<file path="src/rtl/txs_pkg.sv">
package txs_pkg;

  typedef enum logic [1:0] {
    ST_IDLE   = 2'd0,
    ST_TXN    = 2'd1,
    ST_COMMIT = 2'd2
  } txState_e;

  // Strobes from the sequencer to the line store.
  typedef struct packed {
    logic accFill;   // allocate request line (miss)
    logic setRd;     // add request line to read-set
    logic setWr;     // add request line to write-set
    logic setDirty;  // non-speculative store
    logic snoopInv;  // apply snooped invalidation
    logic evictInv;  // drop evicted index
    logic abortClr;  // discard speculative state
    logic commitClr; // publish write-set, clear tracking
  } txStrobe_t;

endpackage

</file>
<file path="src/rtl/txs_line_store.sv">
module txs_line_store
  import txs_pkg::*;
#(
  parameter int LINE_W  = 12,
  parameter int INDEX_W = 3
) (
  input  logic               clk,
  input  logic               rstN,
  input  txStrobe_t          strobe,
  input  logic [LINE_W-1:0]  reqLine,
  input  logic [LINE_W-1:0]  snoopLine,
  input  logic [INDEX_W-1:0] evictIndex,
  input  logic [INDEX_W-1:0] walkIdx,
  output logic               reqHit,
  output logic               reqDirty,
  output logic               reqVictimWr,
  output logic               snoopHit,
  output logic               snoopTracked,
  output logic               evictWr,
  output logic               walkWr,
  output logic [LINE_W-1:0]  walkLine
);

  localparam int LINES = 1 << INDEX_W;
  localparam int TAG_W = LINE_W - INDEX_W;

  logic [TAG_W-1:0] tagMem [LINES];
  logic [LINES-1:0] validV, dirtyV, rdV, wrV;
  logic [LINES-1:0] validN, dirtyN, rdN, wrN;

  logic [INDEX_W-1:0] rIdx, sIdx;
  logic [TAG_W-1:0]   rTag, sTag;

  assign rIdx = reqLine[INDEX_W-1:0];
  assign rTag = reqLine[LINE_W-1:INDEX_W];
  assign sIdx = snoopLine[INDEX_W-1:0];
  assign sTag = snoopLine[LINE_W-1:INDEX_W];

  assign reqHit       = validV[rIdx] && (tagMem[rIdx] == rTag);
  assign reqDirty     = reqHit && dirtyV[rIdx];
  assign reqVictimWr  = wrV[rIdx];
  assign snoopHit     = validV[sIdx] && (tagMem[sIdx] == sTag);
  assign snoopTracked = rdV[sIdx] || wrV[sIdx];
  assign evictWr      = wrV[evictIndex];
  assign walkWr       = wrV[walkIdx];
  assign walkLine     = {tagMem[walkIdx], walkIdx};

  // Next-state of the flag vectors; whole-vector operations are flash clears.
  always_comb begin
    validN = validV;
    dirtyN = dirtyV;
    rdN    = rdV;
    wrN    = wrV;
    if (strobe.snoopInv && snoopHit) begin
      validN[sIdx] = 1'b0;
      dirtyN[sIdx] = 1'b0;
    end
    if (strobe.evictInv) begin
      validN[evictIndex] = 1'b0;
      dirtyN[evictIndex] = 1'b0;
      rdN[evictIndex]    = 1'b0;
      wrN[evictIndex]    = 1'b0;
    end
    if (strobe.abortClr) begin
      validN = validN & ~wrV;
      rdN    = '0;
      wrN    = '0;
    end
    if (strobe.commitClr) begin
      dirtyN = dirtyN | wrV;
      rdN    = '0;
      wrN    = '0;
    end
    if (strobe.accFill) begin
      validN[rIdx] = 1'b1;
      dirtyN[rIdx] = 1'b0;
      rdN[rIdx]    = 1'b0;
      wrN[rIdx]    = 1'b0;
    end
    if (strobe.setRd)    rdN[rIdx]    = 1'b1;
    if (strobe.setWr)    wrN[rIdx]    = 1'b1;
    if (strobe.setDirty) dirtyN[rIdx] = 1'b1;
  end

  always_ff @(posedge clk) begin
    if (!rstN) begin
      validV <= '0;
      dirtyV <= '0;
      rdV    <= '0;
      wrV    <= '0;
    end else begin
      validV <= validN;
      dirtyV <= dirtyN;
      rdV    <= rdN;
      wrV    <= wrN;
    end
  end

  // Tags carry no reset; the valid vector qualifies them.
  always_ff @(posedge clk) begin
    if (strobe.accFill) tagMem[rIdx] <= rTag;
  end

endmodule

</file>
<file path="src/rtl/txs_seq_ctrl.sv">
module txs_seq_ctrl
  import txs_pkg::*;
#(
  parameter int INDEX_W = 3
) (
  input  logic               clk,
  input  logic               rstN,
  input  logic               txBegin,
  input  logic               txEnd,
  input  logic               reqValid,
  input  logic               reqWrite,
  input  logic               snoopValid,
  input  logic               evictValid,
  input  logic               reqHit,
  input  logic               reqVictimWr,
  input  logic               snoopHit,
  input  logic               snoopTracked,
  input  logic               evictWr,
  output txStrobe_t          strobe,
  output logic [INDEX_W-1:0] walkIdx,
  output logic               inCommit,
  output logic               txnOpen,
  output logic               abortOut,
  output logic               overflowOut,
  output logic               commitDone
);

  localparam logic [INDEX_W-1:0] LAST_IDX = '1;

  txState_e state, stateN;
  logic inTxn, snoopConflict, evictOvf, fillOvf, abortNow, accept, walkEnd;

  assign inTxn    = (state == ST_TXN);
  assign inCommit = (state == ST_COMMIT);
  assign txnOpen  = (state != ST_IDLE);
  assign walkEnd  = inCommit && (walkIdx == LAST_IDX);

  assign snoopConflict = inTxn && snoopValid && snoopHit && snoopTracked;
  assign evictOvf      = inTxn && evictValid && evictWr;
  assign fillOvf       = inTxn && reqValid && !reqHit && reqVictimWr;
  assign abortNow      = snoopConflict || evictOvf || fillOvf;

  assign accept = reqValid && ((state == ST_IDLE) || (inTxn && !abortNow));

  always_comb begin
    strobe           = '0;
    strobe.accFill   = accept && !reqHit;
    strobe.setRd     = accept && inTxn && !reqWrite;
    strobe.setWr     = accept && inTxn && reqWrite;
    strobe.setDirty  = accept && !inTxn && reqWrite;
    strobe.snoopInv  = snoopValid && !inCommit;
    strobe.evictInv  = evictValid && !inCommit;
    strobe.abortClr  = abortNow;
    strobe.commitClr = walkEnd;
  end

  always_comb begin
    stateN = state;
    unique case (state)
      ST_IDLE:   if (txBegin) stateN = ST_TXN;
      ST_TXN:    if (abortNow) stateN = ST_IDLE;
                 else if (txEnd) stateN = ST_COMMIT;
      ST_COMMIT: if (walkEnd) stateN = ST_IDLE;
      default:   stateN = ST_IDLE;
    endcase
  end

  always_ff @(posedge clk) begin
    if (!rstN) begin
      state       <= ST_IDLE;
      walkIdx     <= '0;
      abortOut    <= 1'b0;
      overflowOut <= 1'b0;
      commitDone  <= 1'b0;
    end else begin
      state       <= stateN;
      abortOut    <= abortNow;
      overflowOut <= evictOvf || fillOvf;
      commitDone  <= walkEnd;
      if (inCommit) walkIdx <= walkIdx + 1'b1;
      else          walkIdx <= '0;
    end
  end

endmodule

</file>
<file path="src/rtl/txn_set_tracker.sv">
module txn_set_tracker
  import txs_pkg::*;
#(
  parameter int LINE_W  = 12,
  parameter int INDEX_W = 3
) (
  input  logic               clk,
  input  logic               rstN,
  input  logic               txBegin,
  input  logic               txEnd,
  input  logic               reqValid,
  input  logic               reqWrite,
  input  logic [LINE_W-1:0]  reqLine,
  input  logic               snoopValid,
  input  logic [LINE_W-1:0]  snoopLine,
  input  logic               evictValid,
  input  logic [INDEX_W-1:0] evictIndex,
  output logic               lookupHit,
  output logic               lookupDirty,
  output logic               txnOpen,
  output logic               abortOut,
  output logic               overflowOut,
  output logic               commitValid,
  output logic [LINE_W-1:0]  commitLine,
  output logic               commitDone
);

  txStrobe_t          strobe;
  logic [INDEX_W-1:0] walkIdx;
  logic reqVictimWr, snoopHit, snoopTracked, evictWr, walkWr, inCommit;

  txs_seq_ctrl #(.INDEX_W(INDEX_W)) u_ctrl (
    .clk          (clk),
    .rstN         (rstN),
    .txBegin      (txBegin),
    .txEnd        (txEnd),
    .reqValid     (reqValid),
    .reqWrite     (reqWrite),
    .snoopValid   (snoopValid),
    .evictValid   (evictValid),
    .reqHit       (lookupHit),
    .reqVictimWr  (reqVictimWr),
    .snoopHit     (snoopHit),
    .snoopTracked (snoopTracked),
    .evictWr      (evictWr),
    .strobe       (strobe),
    .walkIdx      (walkIdx),
    .inCommit     (inCommit),
    .txnOpen      (txnOpen),
    .abortOut     (abortOut),
    .overflowOut  (overflowOut),
    .commitDone   (commitDone)
  );

  txs_line_store #(.LINE_W(LINE_W), .INDEX_W(INDEX_W)) u_store (
    .clk          (clk),
    .rstN         (rstN),
    .strobe       (strobe),
    .reqLine      (reqLine),
    .snoopLine    (snoopLine),
    .evictIndex   (evictIndex),
    .walkIdx      (walkIdx),
    .reqHit       (lookupHit),
    .reqDirty     (lookupDirty),
    .reqVictimWr  (reqVictimWr),
    .snoopHit     (snoopHit),
    .snoopTracked (snoopTracked),
    .evictWr      (evictWr),
    .walkWr       (walkWr),
    .walkLine     (commitLine)
  );

  assign commitValid = inCommit && walkWr;

endmodule

</file>
<file path="config.mk">
export PLATFORM = sky130hd
export DESIGN_NAME = txn_set_tracker
export DESIGN_NICKNAME = d
export VERILOG_FILES = /design/src/rtl/txs_pkg.sv /design/src/rtl/txs_line_store.sv /design/src/rtl/txs_seq_ctrl.sv /design/src/rtl/txn_set_tracker.sv
export SDC_FILE = /design/constraint.sdc
export NUM_CORES = 1
export LEC_CHECK = 0
export BUFFER_PORTS_ARGS = -buffer_cell sky130_fd_sc_hd__buf_2
export CAP_MARGIN = 20
export CORE_ASPECT_RATIO = 0.5
export CORE_UTILIZATION = 56
export CTS_BUF_LIST = sky130_fd_sc_hd__clkbuf_4 sky130_fd_sc_hd__clkbuf_8
export CTS_CLUSTER_DIAMETER = 50
export CTS_CLUSTER_SIZE = 24
export DETAILED_ROUTE_END_ITERATION = 16
export HOLD_SLACK_MARGIN = 0.06
export PLACE_DENSITY_LB_ADDON = 0.05
export SETUP_SLACK_MARGIN = 0.1
export SLEW_MARGIN = 15
export SYNTH_ARGS = -nofsm -noshare
export SYNTH_HDL_FRONTEND = slang
export SYNTH_SLANG_ARGS = --single-unit
</file>
<file path="constraint.sdc">
create_clock -name clk -period 3.2 [get_ports clk]
set_input_delay 0.48 -clock clk [delete_from_list [all_inputs] [get_ports clk]]
set_output_delay 0.48 -clock clk [all_outputs]
set_load 0.1 [all_outputs]
</file>
==> metrics.yaml <==
timing:
  grt_setup_unrepaired: "true"
  tightest_slew_ps: 906
  period_minus_slack_ps: 3270
  fmax_mhz: 305
  hold_violations: 0
  setup_violations: 2
  final.setup.worst_slack_ps: -74.6
  finalClockSkew_ps: 10.4
  period_share_pct: 102
  relSlewSlack_pct: 39.4
  slew_violations: 0
route:
  routedWlPerCell_um: 25.1
  drc_errors: 0
  antenna_left: 0
  viasPerCell: 6.78
  dr.pass1.iters: 5
  routed_wl_mm: 21.6
  first_iter_violations: 910
  dr_total_vias: 5831
run_status:
  violations: "negative setup slack"
  status: "finished with violations"
clock_network:
  cts.clk_slew.worst_paths_ps: 110
  insertion_delay_ps: 380
  cts_tree: "built"
  hold_buffers: 0
  clock_path_buffers: 2
  cts.sinks: 112
  htree_levels: 3
  cts_root_buf: "clkbuf_8"
  numCtsBuffers: 9
synth:
  synth_commonest_cells: "72 x edfxtp_1, 40 x dfxtp_1, 40 x nor2_1, 39 x mux4_2"
  synth_top_family_by_area: "multiplexers"
  syn_area_sq_mm: 0.00663
  synth_top_area_share_pct: 32.6
  syn-num-nets: 605
  synth.most_common_cell: "edfxtp_1"
  synth_xor_area_share_pct: 1.85
  ys_warn_count: 0
  synthAdderAreaFrac_pct: 0.378
  synth-seq-cells: 112
  yosys.area.top_type: "edfxtp_1"
  synth_cell_types: 60
  syn_inst: 568
  synth_ff_type: "edfxtp_1"
  synth_compound_area_share_pct: 14.0
  syn_area_per_cell_sq_um: 11.7
  async_flop_share_pct: 0
  synth-simple-area-share_pct: 13.7
  synth.area.top_cells: "edfxtp_1 33%, mux4_2 13%, dfxtp_1 12%, mux2_2 4.4%, mux2i_1 4.2%"
  synth-edff-count: 72
  synth_mux_area_share_pct: 21.9
  synth_seq_area_share_pct: 44.7
pwr:
  cellPowerDensity_mw_per_mm2: 357
  seq_power_share_pct: 52.0
  p_int_mw: 2.19
  p_leak_nw: 3.19
  clkPwrFrac_pct: 28.3
  ir_drop_mv: 0.205
  combPwrFrac_pct: 19.7
  p_sw_share_pct: 28.5
  power.switching_uw: 870
  power_mw: 3.06
grt:
  grt_first_pass_wirelength_mm: 31.8
  grt_util_all_layers_pct: 35.4
  antenna_found_initial: 0
  grt_overflow: 0
  grt_pass1_vias: 5372
  grt_max_degree: 29
flow_run:
  maxCapViolCount: 0
place:
  placed_cells: 823
  placed_cell_area_sq_mm: 0.00784
  gp_congestion: 1.03
  io_buffers: 53
  dp_hpwl_mm: 15.0
  pre_cts_ws_ps: -571
final_layout:
  final_cell_area_sq_mm: 0.00855
  fin_util_pct: 76.0
  nNetsFinal: 734
  drive_gt1_share_pct: 43.2
  syn_to_final_growth_pct: 29.0
  num_antenna_cells: 0
  fin_cells: 860
critical_path:
  crit_path_end: "lookupDirty"
  crit_type: "in -> out"
  crit_path_max_fanout: 7
  reg2reg_depth: 10
  crit_chain: "buf_2 > buf_6 > mux4_2 > mux2i_1 > xor2_1 > nand4_1 > buf_4 > buf_6 > nor4_4 > buf_12"
  r2r-start: "u_store.tagMem[6][3]"
  crit_required_ps: 2720
  crit_path_top_delay_cell: "mux4_2"
  critPathMostFrequentCell: "buf_6"
  arrival_ps: 2790
  reg2reg_slack_ps: 40
  r2r-end: "u_store.wrV[4]"
  max_stage_delay_ps: 520
  end_kind: "primary output"
  startpoint: "reqLine[0]"
  critPathLaunchType: "primary input"
die:
  fp.dieH_um: 78.9
  coreArea_sq_mm: 0.0112
  start_util_pct: 58.9
  die_w_um: 156
  die-area_sq_mm: 0.0123
  rows: 27
  ios: 54
min_path:
  hold_path.class: "in -> reg"
==> worst min-delay path by stage <==
stage	start	end	slack, ps	cells after the start
5_1_grt	reqLine[3]	u_store.tagMem[3][0]	370	1
3_5_place_dp	u_store.dirtyV[1]	u_store.dirtyV[1]	480	2
2_1_floorplan	u_store.dirtyV[1]	u_store.dirtyV[1]	450	2
6_report	txEnd	u_ctrl.state[0]	380	3
3_3_place_gp	u_store.dirtyV[1]	u_store.dirtyV[1]	470	2
4_1_cts	reqLine[9]	u_store.tagMem[3][6]	380	1
==> routing by layer <==
| metal | GRT usage [%] | up-vias | wire length [um] |
|---|---|---|---|
| met4 | 7.55 | 0 | 560 |
| met2 | 53.1 | 422 | 9340 |
| met3 | 7.31 | 61 | 2750 |
| met5 | 0 | - | 0 |
| li1 | - | 2526 | - |
| met1 | 53.0 | 2822 | 8980 |
==> per-stage QoR <==
step	hold slack, ps	TNS (ps)
6_report	383	-83.7
5_1_grt	375	-256
3_3_place_gp	466	-39960
3_5_place_dp	476	-40090
2_1_floorplan	448	-627
4_1_cts	376	-72.3
==> cell families after synthesis <==
group           count (synthesis)
compound gates                123
simple gates                  173
fa+ha+maj                       2
mux                            93
xor+xnor                       14
flops                         112
buf+inv                        51
==> worst max-delay path, delay by kind of cell <==
kind	cells	cell delay [ps]
xor+xnor	1	230
simple gates	2	460
buf+inv	5	880
mux	2	740
==> state kept, by name, summed over array words and instances, names as in the netlist <==
signal,count
u_ctrl.walkIdx,3
u_ctrl.overflowOut,1
u_store.validV,8
u_ctrl.abortOut,1
u_ctrl.commitDone,1
u_store.rdV,8
u_store.dirtyV,8
u_ctrl.state,2
u_store.wrV,8
u_store.tagMem,72
==> area by class of cell <==
class	count	area [sq um]
clock buffer	9	124
fill	737	2700
sequential	112	2960
clock inverter	6	70.1
multi-input combinational	408	3810
timing repair buffer	157	1340
inverter	9	38.8
tap	159	199
==> placed cells by master (no fill, tap or decap), types with 14 or more instances in the layout <==
cell,synthesis,routed
mux4_2,39,39
nor2_1,40,37
nand2_1,28,23
nor3_1,23,17
dfxtp_1,40,39
buf_12,0,17
buf_4,4,73
mux2i_1,28,27
a21oi_1,24,17
a22o_1,16,16
edfxtp_1,72,72
mux2_2,26,26
buf_2,13,50
nand3_1,14,14
buf_6,1,16
==> power by group through the flow <==
stage,Clock (mW),Combinational (mW),Sequential [mW]
global placement,0,0.522,1.62
floorplan,0,0.333,1.62
CTS,0.875,0.544,1.59
global route,0.923,0.633,1.59
detailed placement,0,0.529,1.62
finish,0.866,0.601,1.59
==> what timing repair did <==
action                     CTS  global route
pin swaps                    4            36
gates resized for setup      7            58
cloned                       0             5
buffers inserted            11             6
setup endpoints to repair   82           109
No activity file was read; power rests on OpenSTA's default activity.
